`config.mk`:
```
export PLATFORM = sky130hd
export DESIGN_NAME = page_perm_check
export DESIGN_NICKNAME = d
export VERILOG_FILES = /design/src/rtl/pac_pkg.sv /design/src/rtl/pac_ctrl.sv /design/src/rtl/pac_dpath.sv /design/src/rtl/page_perm_check.sv
export SDC_FILE = /design/constraint.sdc
export NUM_CORES = 1
export LEC_CHECK = 0
export ABC_CLOCK_PERIOD_IN_PS = 3700
export CAP_MARGIN = 20
export CORE_MARGIN = 2
export CORE_UTILIZATION = 44
export CTS_CLUSTER_DIAMETER = 40
export DETAILED_ROUTE_END_ITERATION = 10
export GPL_TIMING_DRIVEN = 0
export PLACE_DENSITY = 0.85
export SYNTH_ARGS = -nofsm -noshare
export SYNTH_HDL_FRONTEND = slang
export SYNTH_HIERARCHICAL = 1
export SYNTH_SLANG_ARGS = --single-unit
```
`constraint.sdc`:
```
create_clock -name clk -period 3.7 [get_ports clk]
set_clock_uncertainty 0.15 [all_clocks]
set_input_delay 0.37 -clock clk [delete_from_list [all_inputs] [get_ports clk]]
set_output_delay 0.37 -clock clk [all_outputs]
set_load 0.02 [all_outputs]
```
`src/rtl/pac_pkg.sv`:
```
package pac_pkg;
  localparam int LVL_W   = 2;
  localparam int WTYPE_W = 3;
  localparam int IDX_W   = 3;
  localparam int FSR_W   = LVL_W + IDX_W + WTYPE_W + 2;

  typedef enum logic [1:0] {
    KIND_LOAD  = 2'b00,
    KIND_STORE = 2'b01,
    KIND_FETCH = 2'b10,
    KIND_RSVD  = 2'b11
  } accKind_e;

  typedef struct packed {
    logic             logFault;
    logic             clearFsr;
    logic [FSR_W-1:0] faultBits;
  } pacStrobe_t;

  // odd fields writable; user mode only below field 4
  function automatic logic writeAllowed(logic sup, logic [2:0] field);
    return field[0] && (sup || !field[2]);
  endfunction

  // 0 allowed, 2 protection error, 3 privilege violation
  function automatic logic [1:0] protCode(logic [IDX_W-1:0] idx, logic [2:0] field);
    logic ok;
    if (!idx[0] && field[2:1] == 2'b11) return 2'd3;
    case ({idx[2], idx[1]})
      2'b00:   ok = (field != 3'd4);
      2'b01:   ok = (field >= 3'd2) && (field != 3'd5);
      2'b10:   ok = writeAllowed(idx[0], field);
      default: ok = 1'b0;
    endcase
    return ok ? 2'd0 : 2'd2;
  endfunction
endpackage

```
`src/rtl/pac_ctrl.sv`:
```
module pac_ctrl
  import pac_pkg::*;
(
  input  logic               clk,
  input  logic               rstN,
  input  logic               checkValid,
  input  logic [1:0]         accKind,
  input  logic               isSuper,
  input  logic [2:0]         permField,
  input  logic               modBit,
  input  logic [WTYPE_W-1:0] walkType,
  input  logic [LVL_W-1:0]   walkLevel,
  input  logic               noFaultMode,
  input  logic               trapsEnabled,
  input  logic               fsrRdEn,
  output pacStrobe_t         strobe,
  output logic               rspValid,
  output logic               grant,
  output logic               writePerm,
  output logic               trapInstr,
  output logic               trapData
);
  logic [IDX_W-1:0] accIdx;
  logic [1:0]       errCode;
  logic             walkFault, isFault, override, isFetch;

  always_comb begin
    isFetch   = (accKind == KIND_FETCH);
    accIdx    = {accKind == KIND_STORE, isFetch, isSuper};
    errCode   = protCode(accIdx, permField);
    walkFault = (walkType != '0);
    isFault   = walkFault || (errCode != 2'd0);
    override  = noFaultMode || !trapsEnabled;

    strobe.logFault = checkValid && isFault;
    strobe.clearFsr = fsrRdEn;
    if (walkFault)
      strobe.faultBits = {walkLevel, accIdx, walkType, 2'b10};
    else
      strobe.faultBits = {{LVL_W{1'b0}}, accIdx, {WTYPE_W{1'b0}}, errCode | 2'b10};
  end

  always_ff @(posedge clk) begin
    if (!rstN) begin
      rspValid  <= 1'b0;
      grant     <= 1'b0;
      writePerm <= 1'b0;
      trapInstr <= 1'b0;
      trapData  <= 1'b0;
    end else begin
      rspValid  <= checkValid;
      grant     <= checkValid && (!isFault || override);
      writePerm <= checkValid && (isFault ? override
                                          : (modBit && writeAllowed(isSuper, permField)));
      trapInstr <= checkValid && isFault && !override && isFetch;
      trapData  <= checkValid && isFault && !override && !isFetch;
    end
  end
endmodule

```
`src/rtl/pac_dpath.sv`:
```
module pac_dpath
  import pac_pkg::*;
#(
  parameter int VA_W = 32
) (
  input  logic             clk,
  input  logic             rstN,
  input  pacStrobe_t       strobe,
  input  logic [VA_W-1:0]  faultVa,
  output logic [FSR_W-1:0] fsrQ,
  output logic [VA_W-1:0]  farQ
);
  logic [FSR_W-1:0] ovfBase;

  always_comb begin
    ovfBase = ((fsrQ != '0) && !strobe.clearFsr) ? FSR_W'(1) : '0;
  end

  always_ff @(posedge clk) begin
    if (!rstN) begin
      fsrQ <= '0;
      farQ <= '0;
    end else begin
      if (strobe.logFault) begin
        fsrQ <= ovfBase | strobe.faultBits;
        farQ <= faultVa;
      end else if (strobe.clearFsr) begin
        fsrQ <= '0;
      end
    end
  end
endmodule

```
`src/rtl/page_perm_check.sv`:
```
module page_perm_check
  import pac_pkg::*;
#(
  parameter int VA_W = 32
) (
  input  logic              clk,
  input  logic              rstN,
  input  logic              checkValid,
  input  logic [1:0]        accKind,
  input  logic              isSuper,
  input  logic [2:0]        permField,
  input  logic              modBit,
  input  logic [2:0]        walkType,
  input  logic [1:0]        walkLevel,
  input  logic              noFaultMode,
  input  logic              trapsEnabled,
  input  logic [VA_W-1:0]   faultVa,
  input  logic              fsrRdEn,
  output logic              rspValid,
  output logic              grant,
  output logic              writePerm,
  output logic              trapInstr,
  output logic              trapData,
  output logic [9:0]        fsrRdData,
  output logic [VA_W-1:0]   farOut
);
  pacStrobe_t strobe;

  pac_ctrl ctrl_i (
    .clk(clk), .rstN(rstN), .checkValid(checkValid), .accKind(accKind),
    .isSuper(isSuper), .permField(permField), .modBit(modBit),
    .walkType(walkType), .walkLevel(walkLevel), .noFaultMode(noFaultMode),
    .trapsEnabled(trapsEnabled), .fsrRdEn(fsrRdEn), .strobe(strobe),
    .rspValid(rspValid), .grant(grant), .writePerm(writePerm),
    .trapInstr(trapInstr), .trapData(trapData)
  );

  pac_dpath #(.VA_W(VA_W)) dpath_i (
    .clk(clk), .rstN(rstN), .strobe(strobe), .faultVa(faultVa),
    .fsrQ(fsrRdData), .farQ(farOut)
  );
endmodule

```
* After elaboration in Yosys (flattened, before gate mapping)
Index checks and enable logic that the tools add are counted.
** Word-level totals
- Bits in registers :: 47
- Latch bits :: 0
- RAM bits :: 0
- ROM bits :: 0
- Input bits :: 50
- Memories :: 0
** Cells by class
- Add/sub/neg operators :: 0
- Multiply operators :: 0
- Divide/modulo/power cells :: 0
- Magnitude comparators :: 1
- Equality and inequality tests :: 7
- Shifts and indexed selects :: 0
- Muxes and demuxes :: 11
- Bitwise logic cells :: 1
- Reductions and logical operators :: 27
** Operators with widths (count)
- $mux 10 :: 3
- $logic_and 1x1->1 :: 11
- $or 10x10->10 :: 1
- $reduce_bool 10->1 :: 1
- $logic_not 1->1 :: 7
- $eq 2x2->1 const B :: 3
- $mux 2 :: 3
- $ne 3x3->1 const B :: 2
- $eq 2x1->1 const B :: 2
- $logic_or 1x1->1 :: 4
- $mux 1 :: 4
- $reduce_bool 2->1 :: 2
- $ge 3x2->1 const B :: 1
- $pmux 1 s3 :: 1
- $reduce_bool 3->1 :: 1
- $logic_not 2->1 :: 1

* Depth between registers and ports, before layout
Gate-level depths: netlist of run 1.
- Depth in word-level cells :: 12
- Gate-level depth with buffers :: 11

* Hierarchy
Netlist of run 1, hierarchy kept.
** Modules (own cells, without submodules)
- pac_dpath :: instances 1, cells an instance 153, area each 1646.6 sq um, sequential area each 840.8 sq um
- pac_ctrl :: instances 1, cells an instance 46, area each 395.4 sq um, sequential area each 100.1 sq um

* Least setup slack after synthesis of run 1
OpenSTA, ideal clock, no wires.
- Kind :: input -> register
- Start point :: in accKind[0]
- End point :: reg dpath_i.fsrQ[0]
- Setup time :: 115 ps
- Arrival time :: 1972 ps
- Data required time :: 3435 ps
- Slack :: 1463 ps
- Stages :: 10
- Cell sequence :: inv_1 > ha_1 > a2111oi_4 > o211ai_1 > and2_1 > buf_4 > buf_2 > nand2_1 > o21ai_0 > o21a_1
** RTL lines
- start: declaration :: RTL line page_perm_check.sv:9 : input logic [1:0] accKind,
- end signal: assignment :: RTL line pac_dpath.sv:25 : fsrQ <= ovfBase | strobe.faultBits;
- end: declaration :: RTL line pac_dpath.sv:10 : output logic [FSR_W-1:0] fsrQ,

==> results of run 1 <==
-- kinds of logic (layout without fill, tap and decap cells) --
| logic type | Yosys count | after routing | share of synthesized area (%) |
|---|---|---|---|
| multiplexers | 32 | 32 | 15.7 |
| other | 1 | 1 | 0.184 |
| AO/OA/AOI/OAI | 19 | 19 | 6.50 |
| adder cells (fa/ha/maj) | 4 | 4 | 2.45 |
| AND/OR/NAND/NOR | 73 | 73 | 22.8 |
| flip-flops | 47 | 47 | 46.1 |
| buffers and inverters | 23 | 125 | 6.31 |
-- power groups by stage --
stage | Sequential (mW) | Clock [mW] | Combinational, mW
floorplan | 0.598 | 0 | 0.0926
global placement | 0.561 | 0 | 0.257
detailed placement | 0.562 | 0 | 0.262
CTS | 0.550 | 0.318 | 0.263
global route | 0.554 | 0.341 | 0.280
finish | 0.550 | 0.306 | 0.260
-- worst max-delay path: cells and delay by family --
family                     cells  cell delay [ps]
buffers and inverters          4              940
AOI/OAI and AO/OA              4              900
and+or+nand+nor                3              350
adders and majority gates      1              290
-- final cells by class --
type / instances / area (µm²)
Fill cell: 356 / 1270
Multi-Input combinational cell: 129 / 972
Timing Repair Buffer: 95 / 951
Sequential cell: 47 / 941
Buffer: 18 / 110
Clock buffer: 6 / 82.6
Tap cell: 52 / 65.1
Inverter: 5 / 18.8
Clock inverter: 1 / 5.00
-- layout by cell type (no fill, tap or decap), drive strengths merged --
cell type	instances
nor3	2
clkinv	1
a211oi	1
a311oi	1
nand2	2
dfxtp	47
and4	2
o21ai	2
ha	4
buf	10
a2111oi	1
nor3b	9
nor4	2
clkbuf	14
nor2	4
mux2i	32
nor4b	1
clkdlybuf4s50	95
a31oi	1
and2	1
nand3b	1
o211ai	1
or3	1
o21a	1
nor2b	44
nand2b	2
inv	5
and3	2
conb	1
a21o	1
a21oi	10
-- path summary, 6_finish.rpt --
check        slack [ps]                            end  cells after the start
max reg2reg        2500   dpath_i/fsrQ[0]$_SDFFE_PN0P_                      3
min reg2reg         370  dpath_i/farQ[14]$_SDFFE_PN0P_                      2
max                 890   dpath_i/fsrQ[0]$_SDFFE_PN0P_                     12
min                 260   dpath_i/fsrQ[3]$_SDFFE_PN0P_                      4
-- state kept, by name, summed over array words and instances (netlist names) --
signal / cells
ctrl_i/trapData: 1
ctrl_i/rspValid: 1
dpath_i/farQ: 32
ctrl_i/trapInstr: 1
dpath_i/fsrQ: 10
ctrl_i/grant: 1
ctrl_i/writePerm: 1
-- stage by stage --
stage	hold WS (ps)	setup WS [ps]
finish	256	885
global route	281	731
CTS	246	930
detailed placement	353	608
global placement	346	728
floorplan	348	1460
-- metal layers --
metal | vias to the layer above | track usage (%)
met3 | 9 | 5.28
li1 | 865 | -
met2 | 64 | 33.1
met1 | 764 | 23.3
met4 | 0 | 8.18
met5 | - | 0
==> implementation parameters, run 1 <==
Parameter                              Value

Global route
  Wire length of the first global-routing pass ... 8.00 mm
  Via count of the first global-routing pass ... 1782
  Number of antenna violations at the first check in global routing ... 0
  Total global-route track usage ... 19.5%
  Congestion Overflow GR ... 0
  Largest net degree at the start of global routing ... 14

STA
  Final critical-path share of the clock period ... 76.1%
  Total negative setup slack ... 0 ps
  Final setup viols ... 0
  Fmax ... 0.355 GHz
  Final critical-path required period ... 2810 ps
  Hold Violations, Final ... 0
  Max-slew violation count ... 0
  Setup repair after global routing missed its margin ... no

Floorplan
  Overall die height ... 72.1 µm
  Chip Width ... 72.1 µm
  Boundary pin count ... 97
  # rows ... 24
  Die Outline Area ... 5200 µm²
  Area of the placeable core ... 4410 µm²
  Initial core utilization ... 46.3%

Clock network
  Clock sink count ... 47
  Clk_lat worst skew ... 290 ps
  Number of buffers inserted for hold repair after clock tree synthesis ... 0
  Number of buffers created by CTS ... 5
  Post-CTS setup buffer count ... 0
  Depth of the CTS H-tree ... 2
  TritonCTS clock tree ... built
  Number of buffers on the longest clock path ... 2
  Quantity of gates resized following cts ... 0
  Clock-pin slew reported for the worst setup and hold paths after clock tree synthesis ... 90 ps
  CTS Root Cell ... clkbuf_8

Setup path
  Required time at the worst-slack endpoint ... 3750 ps
  Critical path capture point type ... register
  Highest net fanout along the worst path ... 10
  Cell breakdown of the critical path ... clkdlybuf4s50_1 -> inv_1 -> ha_1 -> nor2_1 -> a211oi_1 -> o211ai_1 -> and2_1 -> buf_4 -> buf_2 -> nand2_1 -> o21ai_0 -> o21a_1
  Data arrival time of the worst path ... 2860 ps
  Startpoint of the worst-slack reg-to-reg timing path ... dpath_i/fsrQ[7]$_SDFFE_PN0P_
  Beginning of the critical path ... accKind[0]
  Cell type of the slowest stage on the worst timing path ... clkdlybuf4s50_1
  Critical path startpoint category ... input port
  Type of the worst setup path ... in -> reg
  CP max stage delay ... 510 ps

Synthesis
  #FFs+latches synth ... 47
  Number of nets produced by synthesis ... 253
  Synthesis Warnings ... 6
  Area leader, netlist ... dfxtp_1
  Cell with the most instances after synthesis ... dfxtp_1
  Top FF cell, synth ... dfxtp_1
  Number of synthesized flops with an enable pin ... 0
  Post-synthesis cell type count ... 32
  Proportion of netlist area held by the largest area contributor ... 46.1%
  Post-synthesis area per instance ... 10.3 µm²
  Cell area after synthesis ... 2040 µm²
  Largest cells by area after synthesis ... dfxtp_1 46%, mux2i_1 16%, nor2b_1 13%
  Sequential area share after synthesis ... 46.1%
  Post-synth top cells ... 47 x dfxtp_1, 44 x nor2b_1, 32 x mux2i_1, 10 x a21oi_1, 9 x nor3b_1
  Proportion of register bits with asynchronous set or reset after synthesis ... 0%
  Number of instances in the synthesized netlist ... 199

Drt
  Met2 wire length ... 2.36 mm
  Number of routed nets with antenna violations ... 0
  Via count of the routed design ... 1702
  Vias per cell ... 4.82
  DR iter-0 viols ... 54
  Detailed-route wire length ... 4.84 mm
  WL per Instance ... 13.7 µm
  Highest metal layer used by the detailed router ... met4
  Length of routed wiring on met1 ... 2.08 mm
  Detailed-router iteration count before antenna repair ... 4
  Length of routed met3 wiring ... 311 µm
  Number of remaining DRC errors ... 0

Finish
  Number of inserted diodes ... 0
  Syn-to-layout area delta ... 54.0%
  Layout cells sized above 1 ... 6.64%
  Fin area ... 3150 µm²
  Core Util, Final ... 71.3%
  Number of cells in the finished layout apart from fillers ... 353
  Total number of nets in the final design ... 355

Placement
  DP HPWL ... 3.69 mm
  Total placed cells including tap cells ... 346
  Placed cell areas ... 3060 µm²
  Weighted congestion reported at the end of routability-driven placement ... 0.796
  Number of buffers inserted by port buffering ... 95

Pwr
  Clock network fraction of design power ... 27.4%
  Internal power summed over all cells ... 0.829 mW
  Switching portion of total power ... 25.7%
  Power per Cell Area ... 355 nW/µm²
  Final Power ... 1.12 mW
  Psw ... 0.287 mW
  Largest vdd supply drop ... 0.266 mV
  Leakage power ... 1.25 nW
  Combinational power share ... 23.3%
  Proportion of power drawn by flip-flops and latches ... 49.3%

Hold path
  Source of the worst hold timing path ... fsrRdEn
  Worst Hold Class ... in -> reg

Flow run
  Max Cap Violations ... 0

Status
  Run status ... finished clean
No activity file was read; power rests on OpenSTA's default activity.
==> run 2, diff against run 1 <==
ABC_CLOCK_PERIOD_IN_PS = 2450   (was 3700)
CORE_UTILIZATION = 37   (was 44)
PLACE_DENSITY = 0.77   (was 0.85)
clock period = 2.45 ns   (was 3.7 ns; I/O delays follow)
==> run 2 against run 1 <==
Against the previous run:
- critical path depth shrank 2
- wire length is 3.2% higher
- total power grew 54%
- worst hold slack got worse by 130 ps
==> implementation parameters, run 2 (synthesized netlist as in run 1, its figures left out) <==
Parameter                              Value

Global route
  Wire length of the first global-routing pass ... 8.09 mm
  Congestion Overflow GR ... 0
  Total global-route track usage ... 16.9%
  Number of antenna violations at the first check in global routing ... 0
  Via count of the first global-routing pass ... 1748
  Largest net degree at the start of global routing ... 14

Setup path
  Type of the worst setup path ... in -> reg
  Required time at the worst-slack endpoint ... 2500 ps
  Data arrival time of the worst path ... 2290 ps
  Critical path capture point type ... register
  Critical path startpoint category ... input port
  Highest net fanout along the worst path ... 10

Clock network
  Clock-pin slew reported for the worst setup and hold paths after clock tree synthesis ... 90 ps
  Number of buffers inserted for hold repair after clock tree synthesis ... 0
  TritonCTS clock tree ... built
  Clock sink count ... 47
  Number of buffers created by CTS ... 5
  Number of buffers on the longest clock path ... 2
  Clk_lat worst skew ... 300 ps
  CTS Root Cell ... clkbuf_8
  Depth of the CTS H-tree ... 2

Finish
  Layout cells sized above 1 ... 9.90%
  Most common cell after layout, fill and taps aside ... clkdlybuf4s50_1
  Register ranked first by flip-flop count ... dpath_i/farQ
  Number of cells in the finished layout apart from fillers ... 375
  Most frequent cells in the layout ... 93 x clkdlybuf4s50_1, 47 x dfxtp_1, 44 x nor2b_1, 28 x mux2i_1, 10 x a21oi_1
  Flip-flop count of the largest register after layout ... 32
  Number of inserted diodes ... 0
  Syn-to-layout area delta ... 59.3%
  Regs by FF count ... dpath_i/farQ: 32 flops, dpath_i/fsrQ: 10 flops
  Fill count ... 498
  Total number of nets in the final design ... 357

Floorplan
  Chip Width ... 78.3 µm
  Die Outline Area ... 6130 µm²
  Overall die height ... 78.3 µm
  Boundary pin count ... 97
  Area of the placeable core ... 5410 µm²
  Initial core utilization ... 37.8%
  # rows ... 27

Drt
  Detailed-route wire length ... 4.99 mm
  Vias per cell ... 4.56
  Detailed-router iteration count before antenna repair ... 4
  DR iter-0 viols ... 33
  WL per Instance ... 13.3 µm
  Via count of the routed design ... 1711
  Number of remaining DRC errors ... 0
  Number of routed nets with antenna violations ... 0

Placement
  Number of buffers inserted by port buffering ... 95
  Weighted congestion reported at the end of routability-driven placement ... 0.785
  DP HPWL ... 3.65 mm
  Total placed cells including tap cells ... 366

STA
  Hold Violations, Final ... 0
  Final critical-path share of the clock period ... 91.5%
  Max-slew violation count ... 0
  Fmax ... 0.446 GHz
  Final setup viols ... 0
  Worst hold margin ... 122 ps
  Final critical-path required period ... 2240 ps
  Total negative setup slack ... 0 ps
  Setup repair after global routing missed its margin ... no

Status
  Run status ... finished clean

Pwr
  Final Power ... 1.72 mW
  Power per Cell Area ... 529 nW/µm²
  Largest vdd supply drop ... 0.224 mV
  Leakage power ... 1.28 nW

Flow run
  Max Cap Violations ... 0

Hold path
  Worst Hold Class ... in -> reg
-- run 2: cell count changes in the layout (fill, tap and decap cells not counted), moves of 2 or more --
cell	change
mux2i_1	-4
ha_1	-2
buf_12	+2
mux2i_2	+4
dlymetal6s2s_1	+2
clkdlybuf4s50_1	-2
ha_2	+2
-- run 2: what timing repair did --
item | in CTS | in global routing
endpoints found under the hold margin | 0 | 0
gates resized for setup | 8 | 11
pin swaps | 5 | 3
endpoints found under the setup margin | 29 | 42
buffers inserted | 1 | 1
-- run 2: per-stage QoR --
stage | worst slack (ps) | instance area [µm²] | utilization (%)
after CTS | 14.9 | 3210 | 59.4
after global placement | -389 | 3080 | 57.0
after floorplan | 338 | 2040 | -
after global routing | 104 | 3250 | 60.2
final | 209 | 3250 | 60.2
after detailed placement | -441 | 3080 | 57.0
-- run 2: area by class of cell --
class / count / area [µm²] / area share [%]
clock inverter: 1 / 5.00 / 0.154
tap: 72 / 90.1 / 2.77
buffer: 18 / 145 / 4.46
clock buffer: 6 / 82.6 / 2.54
inverter: 5 / 18.8 / 0.577
sequential: 47 / 941 / 28.9
multi-input combinational: 129 / 1000 / 30.7
timing repair buffer: 97 / 971 / 29.8
-- run 2: per-layer routing --
layer / wire [µm] / up-vias / GRT usage [%]
met2: 2300 / 66 / 27.0
met3: 318 / 9 / 4.60
li1: - / 864 / -
met5: 0 / - / 0
met4: 107 / 0 / 7.02
met1: 2270 / 772 / 21.5
-- run 2: path summary, 6_finish.rpt --
check | depth (start not counted) | end | start | slack (ps)
worst max-delay path | 10 | dpath_i/fsrQ[0]$_SDFFE_PN0P_ | permField[0] | 210
worst min register to register | 2 | dpath_i/farQ[30]$_SDFFE_PN0P_ | dpath_i/farQ[30]$_SDFFE_PN0P_ | 370
worst max register to register | 3 | dpath_i/fsrQ[0]$_SDFFE_PN0P_ | dpath_i/fsrQ[7]$_SDFFE_PN0P_ | 1250
worst min-delay path | 4 | dpath_i/fsrQ[3]$_SDFFE_PN0P_ | fsrRdEn | 120
-- run 2: critical path, stage by stage --
cell and delay (ps):
clkdlybuf4s50_1 460, nand2b_1 180, a211oi_2 310, o211ai_1 210
and2_4 210, buf_6 140, clkbuf_4 190, nand2_1 70
o21ai_0 70, o21a_1 200
-- run 2: report_power, final --
part	switching, mW	internal [mW]	leakage (nW)
clock network	0.255	0.222	0.0470
registers	0.0241	0.808	0.387
logic	0.175	0.236	0.851
